--- config.mk ---
export PLATFORM = sky130hd
export DESIGN_NAME = bank_mapper
export DESIGN_NICKNAME = d
export VERILOG_FILES = /design/src/rtl/bank_mapper_pkg.sv /design/src/rtl/bank_ctrl.sv /design/src/rtl/bank_datapath.sv /design/src/rtl/bank_mapper.sv
export SDC_FILE = /design/constraint.sdc
export NUM_CORES = 1
export LEC_CHECK = 0
export BUFFER_PORTS_ARGS = -buffer_cell sky130_fd_sc_hd__buf_2
export CORE_ASPECT_RATIO = 0.6
export CORE_MARGIN = 2
export CORE_UTILIZATION = 41
export CTS_CLUSTER_DIAMETER = 50
export DETAILED_ROUTE_END_ITERATION = 16
export GPL_TIMING_DRIVEN = 0
export HOLD_SLACK_MARGIN = 0.06
export PLACE_DENSITY = 0.76
export SLEW_MARGIN = 30
export SYNTH_ARGS = -nofsm -noshare
export SYNTH_HDL_FRONTEND = slang
export SYNTH_SLANG_ARGS = --single-unit
--- constraint.sdc ---
create_clock -name clk -period 1 [get_ports clk]
set_clock_uncertainty 0.1 [all_clocks]
set_input_delay 0 -clock clk [delete_from_list [all_inputs] [get_ports clk]]
set_output_delay 0 -clock clk [all_outputs]
set_load 0.1 [all_outputs]
--- src/rtl/bank_mapper_pkg.sv ---
package bank_mapper_pkg;

  // Number of character bank registers
  localparam int NUM_CHR = 4;

  // Write decode values on CPU address bits 15:12
  localparam logic [3:0] SEL_PRG     = 4'hA;
  localparam logic [3:0] SEL_CHR_LA  = 4'hB;
  localparam logic [3:0] SEL_CHR_LB  = 4'hC;
  localparam logic [3:0] SEL_CHR_RA  = 4'hD;
  localparam logic [3:0] SEL_CHR_RB  = 4'hE;
  localparam logic [3:0] SEL_MIRR    = 4'hF;

  // Fixed bank numbers before masking
  localparam logic [7:0] PIN_LOW  = 8'hFD;
  localparam logic [7:0] PIN_MID  = 8'hFE;
  localparam logic [7:0] PIN_LAST = 8'hFF;

  // Load strobes from control to datapath
  typedef struct packed {
    logic               prgLoad;
    logic [NUM_CHR-1:0] chrLoad;
    logic               mirrLoad;
  } strobe_t;

  // Unmasked bank number for one slot under the chosen layout
  function automatic logic [7:0] slotRaw(input logic wide,
                                         input logic [7:0] prgReg,
                                         input logic [1:0] slot);
    logic [7:0] res;
    if (wide) begin
      unique case (slot)
        2'd0:    res = {prgReg[6:0], 1'b0};
        2'd1:    res = {prgReg[6:0], 1'b1};
        2'd2:    res = PIN_MID;
        default: res = PIN_LAST;
      endcase
    end else begin
      unique case (slot)
        2'd0:    res = prgReg;
        2'd1:    res = PIN_LOW;
        2'd2:    res = PIN_MID;
        default: res = PIN_LAST;
      endcase
    end
    return res;
  endfunction

endpackage

--- src/rtl/bank_ctrl.sv ---
module bank_ctrl
  import bank_mapper_pkg::*;
(
  input  logic       wrEn,
  input  logic [3:0] wrAddrHi,
  output strobe_t    stb
);

  // Only the upper half of the address map is decoded; 0x8 and 0x9 fall to default
  always_comb begin
    stb = '0;
    if (wrEn && wrAddrHi[3]) begin
      unique case (wrAddrHi)
        SEL_PRG:    stb.prgLoad    = 1'b1;
        SEL_CHR_LA: stb.chrLoad[0] = 1'b1;
        SEL_CHR_LB: stb.chrLoad[1] = 1'b1;
        SEL_CHR_RA: stb.chrLoad[2] = 1'b1;
        SEL_CHR_RB: stb.chrLoad[3] = 1'b1;
        SEL_MIRR:   stb.mirrLoad   = 1'b1;
        default:    ;
      endcase
    end
  end

endmodule

--- src/rtl/bank_datapath.sv ---
module bank_datapath
  import bank_mapper_pkg::*;
#(
  parameter int PRG_KB = 128,
  parameter int CHR_KB = 128
) (
  input  logic                    clk,
  input  logic                    rstN,
  input  strobe_t                 stb,
  input  logic [7:0]              wrData,
  input  logic                    wideMode,
  input  logic [14:0]             rdAddr,
  output logic [20:0]             prgAddr,
  output logic [NUM_CHR-1:0][7:0] chrBank,
  output logic                    mirrorHorz
);

  localparam logic [7:0] PRG_MASK = 8'(PRG_KB / 8 - 1);
  localparam logic [7:0] CHR_MASK = 8'(CHR_KB / 4 - 1);

  logic [7:0]      prgReg;
  logic [3:0][7:0] slotBank;
  logic [7:0]      selBank;

  always_ff @(posedge clk or negedge rstN) begin
    if (!rstN)            prgReg <= '0;
    else if (stb.prgLoad) prgReg <= wrData;
  end

  always_ff @(posedge clk or negedge rstN) begin
    if (!rstN)             mirrorHorz <= 1'b0;
    else if (stb.mirrLoad) mirrorHorz <= wrData[0];
  end

  for (genvar i = 0; i < NUM_CHR; i++) begin : g_chr
    logic [7:0] bankQ;
    always_ff @(posedge clk or negedge rstN) begin
      if (!rstN)               bankQ <= '0;
      else if (stb.chrLoad[i]) bankQ <= wrData & CHR_MASK;
    end
    assign chrBank[i] = bankQ;
  end

  // Slot table follows the live register value combinationally
  for (genvar s = 0; s < 4; s++) begin : g_slot
    assign slotBank[s] = slotRaw(wideMode, prgReg, 2'(s)) & PRG_MASK;
  end

  assign selBank = slotBank[rdAddr[14:13]];
  assign prgAddr = {selBank, rdAddr[12:0]};

endmodule

--- src/rtl/bank_mapper.sv ---
module bank_mapper
  import bank_mapper_pkg::*;
#(
  parameter int PRG_KB = 128,
  parameter int CHR_KB = 128
) (
  input  logic        clk,
  input  logic        rstN,
  input  logic        wideMode,
  input  logic        wrEn,
  input  logic [3:0]  wrAddrHi,
  input  logic [7:0]  wrData,
  input  logic [14:0] rdAddr,
  output logic [20:0] prgAddr,
  output logic [7:0]  chrBankLeftA,
  output logic [7:0]  chrBankLeftB,
  output logic [7:0]  chrBankRightA,
  output logic [7:0]  chrBankRightB,
  output logic        mirrorHorz
);

  strobe_t                 stb;
  logic [NUM_CHR-1:0][7:0] chrBank;

  bank_ctrl u_ctrl (
    .wrEn     (wrEn),
    .wrAddrHi (wrAddrHi),
    .stb      (stb)
  );

  bank_datapath #(.PRG_KB(PRG_KB), .CHR_KB(CHR_KB)) u_dp (
    .clk        (clk),
    .rstN       (rstN),
    .stb        (stb),
    .wrData     (wrData),
    .wideMode   (wideMode),
    .rdAddr     (rdAddr),
    .prgAddr    (prgAddr),
    .chrBank    (chrBank),
    .mirrorHorz (mirrorHorz)
  );

  assign chrBankLeftA  = chrBank[0];
  assign chrBankLeftB  = chrBank[1];
  assign chrBankRightA = chrBank[2];
  assign chrBankRightB = chrBank[3];

endmodule

==> results of run 1 <==
-- final cells by class --
| class | count | area [sq um] |
|---|---|---|
| fill | 177 | 616 |
| timing repair buffer | 59 | 688 |
| multi-input combinational | 61 | 566 |
| clock buffer | 3 | 41.3 |
| clock inverter | 1 | 5.00 |
| sequential | 25 | 704 |
| buffer | 29 | 218 |
| tap | 42 | 52.6 |
-- layer usage --
metal  global-route usage [%]  wire length (um)  share of wire (%)  up-vias
met1                     23.3              1230                 39      472
met4                     2.11                17               0.55        0
li1                         -                 -                  -      452
met2                     35.3              1640                 53       44
met5                        0                 0                  0        -
met3                     5.25               233                7.5        4
-- stage by stage --
step                      power (W)  util (%)  TNS [ns]
final                       0.00580      78.7     -2.01
after CTS                   0.00578      78.6     -2.04
after global placement      0.00431      61.4     -8.16
after detailed placement    0.00435      61.4     -8.86
after floorplan             0.00399         -     -2.60
after global routing        0.00598      78.7     -2.72
-- synth_stat cells --
cell	count	area, sq um
buf_4	29	218
nor3_1	5	25.0
conb_1	1	3.75
clkbuf_1	1	3.75
nand2b_1	1	6.26
dfrtp_1	25	626
nor2b_1	2	12.5
nand3_1	1	5.00
or3b_1	1	8.76
a221o_1	1	10.0
nand2_1	2	7.51
o21bai_1	2	15.0
nor2_1	4	15.0
a21o_1	1	7.51
mux2_1	1	11.3
mux2_2	24	270
-- worst max path at each step --
stage,from,end,cells after the start
global placement,wrEn,u_dp.g_chr[0].bankQ[0],4
global route,u_dp.prgReg[0],prgAddr[14],2
finish,u_dp.prgReg[0],prgAddr[14],2
detailed placement,wrEn,u_dp.g_chr[0].bankQ[2],4
CTS,u_dp.prgReg[1],prgAddr[14],2
floorplan,u_dp.g_chr[0].bankQ[0],u_dp.g_chr[0].bankQ[0],1
-- power by group --
group	internal [W]	switching, W	total, W
combinational	0.00119	0.00237	0.00356
sequential	0.00138	0.000264	0.00164
clock	0.000279	0.000321	0.000599
-- logic make-up after synthesis --
| group | synth area share [%] |
|---|---|
| other cells | 0.301 |
| flops | 50.3 |
| compound gates | 2.61 |
| simple gates | 6.43 |
| buf+inv | 17.8 |
| mux | 22.6 |
-- state kept, by name, indices dropped and copies added (netlist names) --
signal / flops
u_dp.g_chr.bankQ: 20
u_dp.mirrorHorz: 1
u_dp.prgReg: 4
-- timing repair --
action	CTS	global route
endpoints found under the setup margin	40	35
pin swaps	1	0
hold endpoints to repair	50	1
setup buffers	1	0
gates resized for setup	102	4
-- tightest hold or removal path, cell delays in order --
cell and delay (ns):
buf_2 0.12, nor3_4 0.08, mux2_4 0.20
-- cell usage in the layout, fill, tap and decap left out --
cell type | netlist | final
nand2_1 | 2 | 2
nor3_2 | 0 | 3
nor2_2 | 0 | 1
buf_12 | 0 | 23
dfrtp_4 | 0 | 21
buf_6 | 0 | 2
dlygate4sd3_1 | 0 | 6
nor2b_1 | 2 | 1
conb_1 | 1 | 16
nor2b_2 | 0 | 1
a21o_4 | 0 | 1
mux2_2 | 24 | 19
mux2_4 | 0 | 6
clkinv_2 | 0 | 1
or3b_4 | 0 | 1
a221o_2 | 0 | 1
nor2_1 | 4 | 3
dfrtp_1 | 25 | 4
nor3_4 | 0 | 2
buf_4 | 29 | 31
nand3_4 | 0 | 1
nand2b_1 | 1 | 1
clkbuf_8 | 0 | 3
buf_2 | 0 | 26
o21bai_4 | 0 | 2
==> flow_summary.toml, run 1 <==
[critical_path]
critPathMaxFanout = 2
path_class = "register to output port"
cp_slowest_cell = "dfrtp_1"
crit_arrival_ns = 1.24
cp_cell_sequence = "a221o_2 -> buf_6"
path_delay_family = "flip-flops"
reg2reg_to = "u_dp.g_chr[1].bankQ[1]"
cp.required_ns = 0.90
rrSetupSlack_ns = 0.01
rr_worst_depth = 1
cp-end-kind = "output port"
cpPeakStageDelay_ns = 0.41
startpoint_type = "register"
worst-path-buf-inv = 1
r2r-start = "u_dp.g_chr[1].bankQ[1]"

[placed_design]
post-place-ws_ns = -0.589
dp_cells = 210
place_area_sq_um = 1770
dp_hpwl_um = 2220
portBuffers = 52
gp_congestion = 0.751

[finish]
final_area_sq_um = 2270
antenna_cells = 0
drive_gt1_share_pct = 81.5
area.growth.synth_to_final_pct = 82.7
finalNonFillerCells = 220
nets = 210

[hold_path]
holdCritPathClass = "input pin to register"
hold_depth = 3
hold_start = "wrAddrHi[0]"
min_to = "u_dp.g_chr[1].bankQ[1]"

[synthesis]
ys_seq_elements = 25
ys_types = 16
syn_inst = 101
ys_warn_count = 0
ys_seq_area_share_pct = 50.3
syn_area_per_cell_sq_um = 12.3
syn_area_sq_um = 1240

[job]
maxCapViolCount = 0

[floorplan]
coreArea_sq_um = 2890
io_pins = 85
row_count = 15
die_area_sq_um = 3510
die_w_um = 75.1
dieHeight_um = 46.7
start_util_pct = 43.1

[clock_network]
cts-root-buf = "clkbuf_8"
cts_tree = "done"
clock_latency_ns = 0.26
h-tree-depth = 1
cts_buffers = 3
path_clk_slew_ns = 0.09
cts_hold_buffers = 6
clockBufferDepth = 2
cts.sinks = 25

[timing]
finalSetupViolations = 25
worst_pin_slew_ns = 0.562
hold-worst-slack_ns = 0.0559
finalCritPeriodShare_pct = 134
period_needed_ns = 1.34
slew_violations = 0
hold_violations = 0
rsz0062_at_grt = "true"
fmax_ghz = 0.747
max-slew-margin-rel_pct = 62.5
fin_ws_ns = -0.339

[detailed_routing]
drtPass1Iterations = 4
wl_um = 3110
drt_iter0_drc = 20
wl_per_cell_um = 14.1
remaining_drc_errors = 0
num_vias = 972
ant_nets = 0
routed_via_density = 4.42

[power_and_ir_drop]
p_per_area_nw_per_um2 = 2550
leakage_nw = 1.06
vdd_drop_max_uv = 1500

[grt]
antenna_found_initial = 0
grt_usage_pct = 19.1
overflow = 0
grt_max_degree = 26
grt_pass1_vias = 1029
grt_pass1_wl_um = 4820

[outcome]
violations = "setup timing"
status = "complete, but fails checks"
Power figures use the tool's default switching activity.
==> run 2, diff against run 1 <==
- PLACE_DENSITY: 0.76 -> 0.8
==> flow_summary.toml, run 2 (same netlist as run 1, synthesis figures left out) <==
[placed_design]
place_area_sq_um = 1770
dp_cells = 210
dp_hpwl_um = 2170
gp_congestion = 0.757
portBuffers = 52

[outcome]
violations = "setup timing"
status = "complete, but fails checks"

[floorplan]
die_w_um = 75.1
io_pins = 85
dieHeight_um = 46.7
die_area_sq_um = 3510
start_util_pct = 43.1
row_count = 15
coreArea_sq_um = 2890

[clock_network]
h-tree-depth = 1
cts.sinks = 25
path_clk_slew_ns = 0.09
cts_buffers = 3
clock_latency_ns = 0.27
clockBufferDepth = 2
cts-root-buf = "clkbuf_8"
cts_hold_buffers = 6
cts_tree = "done"
cts_setup_buffers = 0

[finish]
final_common_cell = "buf_4"
finalNonFillerCells = 220
num-fill-cells = 173
seq_area_sq_um = 704
antenna_cells = 0
largest_reg_flops = 20
reg_top3 = "u_dp.g_chr.bankQ (20), u_dp.prgReg (4), u_dp.mirrorHorz (1)"
top_register = "u_dp.g_chr.bankQ"
final_cell_mix = "buf_4 (30), buf_2 (24), buf_12 (24)"
nets = 210
multi_input_area_sq_um = 578
final_area_sq_um = 2320
drive_gt1_share_pct = 82.0
area.growth.synth_to_final_pct = 86.0

[timing]
hold_violations = 0
slew_violations = 0
worst_pin_slew_ns = 0.567
hold-worst-slack_ns = 0.0472
fmax_ghz = 0.745
max-slew-margin-rel_pct = 62.2
finalCritPeriodShare_pct = 134
period_needed_ns = 1.34
fin_ws_ns = -0.342
finalSetupViolations = 25
finalSetupTns_ns = -1.96
rsz0062_at_grt = "true"

[detailed_routing]
routed_via_density = 4.41
drtPass1Iterations = 4
num_vias = 971
remaining_drc_errors = 0
wl_um = 3510
ant_nets = 0
drt_iter0_drc = 33
wl_per_cell_um = 16.0

[grt]
antenna_found_initial = 0
grt_usage_pct = 20.1
overflow = 0
grt_pass1_wl_um = 5040
grt_max_degree = 26
grt_pass1_vias = 993

[power_and_ir_drop]
p_per_area_nw_per_um2 = 2520
power_w = 0.00584
leakage_nw = 1.08
vdd_drop_max_uv = 1670

[critical_path]
startpoint_type = "register"
cp-end-kind = "output port"
cp_cell_sequence = "a221o_2 -> buf_6"
crit_arrival_ns = 1.24
startpoint = "u_dp.prgReg[1]"
path_class = "register to output port"
critPathMaxFanout = 3
r2r-start = "u_dp.g_chr[1].bankQ[1]"
cp.required_ns = 0.90
cp_slowest_cell = "dfrtp_1"
cpPeakStageDelay_ns = 0.43

[hold_path]
hold_start = "wrAddrHi[2]"
holdCritPathClass = "input pin to register"

[job]
maxCapViolCount = 0
[run 2: critical path, delay by kind of cell (launching register included)]
| family | cells | cell delay, ns |
|---|---|---|
| AOI/OAI and AO/OA | 1 | 0.36 |
| buffers and inverters | 1 | 0.19 |
| DFF | 1 | 0.43 |
[run 2: cell type report]
cell class / count / share of cell area [%]
repair buffers: 58 / 30.3
clock buffers: 3 / 1.78
clock inverters: 1 / 0.216
well taps: 42 / 2.27
plain buffers: 30 / 10.0
flip-flops and latches: 25 / 30.4
multi-input cells: 61 / 25.0
[run 2: per-stage QoR]
stage               utilization [%]  setup WS, ns
floorplan                         -        -0.121
global placement               61.4        -0.507
detailed placement             61.4        -0.580
CTS                            78.1        -0.340
global route                   80.1        -0.376
finish                         80.1        -0.342
[run 2: repair_timing]
item,in CTS,in global routing
pin swaps,1,5
setup endpoints to repair,40,35
gates resized for setup,101,15
endpoints found under the hold margin,50,9
[run 2: power breakdown]
part / internal [W] / total, W / leakage [nW] / switching (W)
sequential: 0.00138 / 0.00166 / 0.282 / 0.000279
combinational: 0.00120 / 0.00358 / 0.768 / 0.00238
clock: 0.000279 / 0.000602 / 0.0255 / 0.000323
total: 0.00286 / 0.00584 / 1.08 / 0.00298
[run 2: per-layer routing]
metal | track usage, % | wire length [um]
met4 | 3.86 | 29
met1 | 25.0 | 1410
met3 | 6.56 | 222
met2 | 35.1 | 1850
met5 | 0 | 0
[run 2: path summary, 6_finish.rpt]
path | depth (start not counted) | slack, ns | to
max in group asynchronous | 2 | 0.21 | u_dp.g_chr[0].bankQ[0]
min in group asynchronous | 2 | 0.16 | u_dp.g_chr[2].bankQ[3]
max | 2 | -0.34 | prgAddr[14]
min reg2reg | 1 | 0.47 | u_dp.prgReg[0]
min | 3 | 0.05 | u_dp.g_chr[0].bankQ[1]
max reg2reg | 1 | 0 | u_dp.g_chr[1].bankQ[1]
==> run 3, diff against run 2 <==
- ABC_CLOCK_PERIOD_IN_PS: default -> 1000
- GPL_TIMING_DRIVEN: 0 -> default
==> flow_summary.toml, run 3 (same netlist as run 1, synthesis figures left out) <==
[detailed_routing]
drt_iter0_drc = 31
routed_via_density = 4.66
remaining_drc_errors = 0
wl_per_cell_um = 18.0
drtPass1Iterations = 4
wl_um = 3710
num_vias = 960
ant_nets = 0

[finish]
finalNonFillerCells = 206
area.growth.synth_to_final_pct = 84.8
top_register = "u_dp.g_chr.bankQ"
final_common_cell = "buf_12"
final_core_util_pct = 79.6
antenna_cells = 0
multi_input_area_sq_um = 568
nets = 196
num-fill-cells = 163
largest_reg_flops = 20
seq_area_sq_um = 704
reg_top3 = "u_dp.g_chr.bankQ (20), u_dp.prgReg (4), u_dp.mirrorHorz (1)"
drive_gt1_share_pct = 71.3
final_cell_mix = "buf_12 (24), dfrtp_4 (21), mux2_2 (18)"

[timing]
finalCritPeriodShare_pct = 132
max-slew-margin-rel_pct = 33.9
slew_violations = 0
rsz0062_at_grt = "true"
fin_ws_ns = -0.325
fmax_ghz = 0.755
finalSetupTns_ns = -2.69
hold_violations = 0
worst_pin_slew_ns = 0.996
hold-worst-slack_ns = 0.127
finalSetupViolations = 31
period_needed_ns = 1.32

[clock_network]
clockBufferDepth = 2
cts_buffers = 3
clock_latency_ns = 0.27
path_clk_slew_ns = 0.08
cts-root-buf = "clkbuf_8"
h-tree-depth = 1
cts_tree = "done"
cts.sinks = 25

[grt]
grt_usage_pct = 21.6
grt_pass1_wl_um = 5290
grt_max_degree = 26
overflow = 0
antenna_found_initial = 0
grt_pass1_vias = 1013

[floorplan]
die_area_sq_um = 3510
coreArea_sq_um = 2890
io_pins = 85
start_util_pct = 43.1
dieHeight_um = 46.7
row_count = 15
die_w_um = 75.1

[power_and_ir_drop]
power_w = 0.00597
leakage_nw = 1.11
p_per_area_nw_per_um2 = 2600
vdd_drop_max_uv = 1670

[critical_path]
critPathMaxFanout = 2
cpPeakStageDelay_ns = 0.39
path_class = "register to output port"
cp.required_ns = 0.90
cp_cell_sequence = "a221o_2 -> buf_6"
crit_arrival_ns = 1.22
cp-end-kind = "output port"
cp_slowest_cell = "dfrtp_1"
startpoint_type = "register"

[outcome]
violations = "setup timing"
status = "complete, but fails checks"

[placed_design]
dp_cells = 194
dp_hpwl_um = 2310
gp_congestion = 0.765
portBuffers = 39

[hold_path]
holdCritPathClass = "input pin to register"

[job]
maxCapViolCount = 0
==> run 3: metal layers <==
layer	track usage (%)	vias up	part of all wire, %
li1	-	425	-
met1	30.6	485	42
met2	34.9	41	52
met3	5.25	9	4.4
met4	3.16	0	2.3
met5	0	-	0
==> run 3: critical path, delay by kind of cell (launching register included) <==
kind | cells | cell delay, ns
DFF | 1 | 0.39
AOI/OAI and AO/OA | 1 | 0.37
buffers and inverters | 1 | 0.19
==> run 3: worst paths after layout <==
path | from | to | slack [ns] | cells past startpoint
max | u_dp.prgReg[0] | prgAddr[14] | -0.32 | 2
min | wrAddrHi[1] | u_dp.g_chr[2].bankQ[3] | 0.13 | 3
max reg2reg | u_dp.g_chr[0].bankQ[3] | u_dp.g_chr[0].bankQ[3] | -0.07 | 2
min reg2reg | u_dp.g_chr[3].bankQ[3] | u_dp.g_chr[3].bankQ[3] | 0.50 | 1
max in group asynchronous | rstN | u_dp.g_chr[0].bankQ[2] | 0.22 | 2
min in group asynchronous | rstN | u_dp.g_chr[0].bankQ[3] | 0.15 | 2
==> run 3: layout make-up <==
class / instances / area share [%]
clock buffers: 4 / 1.96
multi-input cells: 61 / 24.7
well taps: 42 / 2.28
repair buffers: 74 / 40.5
flip-flops and latches: 25 / 30.6
==> run 3: stage by stage <==
stage,cell area (sq um),setup WS (ns)
2_1_floorplan,1460,-0.121
4_1_cts,2260,-0.337
5_1_grt,2300,-0.345
3_5_place_dp,2040,-0.302
3_3_place_gp,2040,-0.252
6_report,2300,-0.325
==> run 3: what timing repair did <==
| item | 4_1_cts | 5_1_grt |
|---|---|---|
| resized for setup | 13 | 22 |
| setup buffers | 3 | 0 |
| hold endpoints to repair | 63 | 0 |
| hold buffers | 19 | 0 |
| setup endpoints to repair | 31 | 49 |
==> run 3: where the power goes <==
part / switching [W] / internal [W] / leakage (nW)
sequential: 0.000274 / 0.00138 / 0.282
clock: 0.000320 / 0.000286 / 0.0228
combinational: 0.00243 / 0.00129 / 0.808
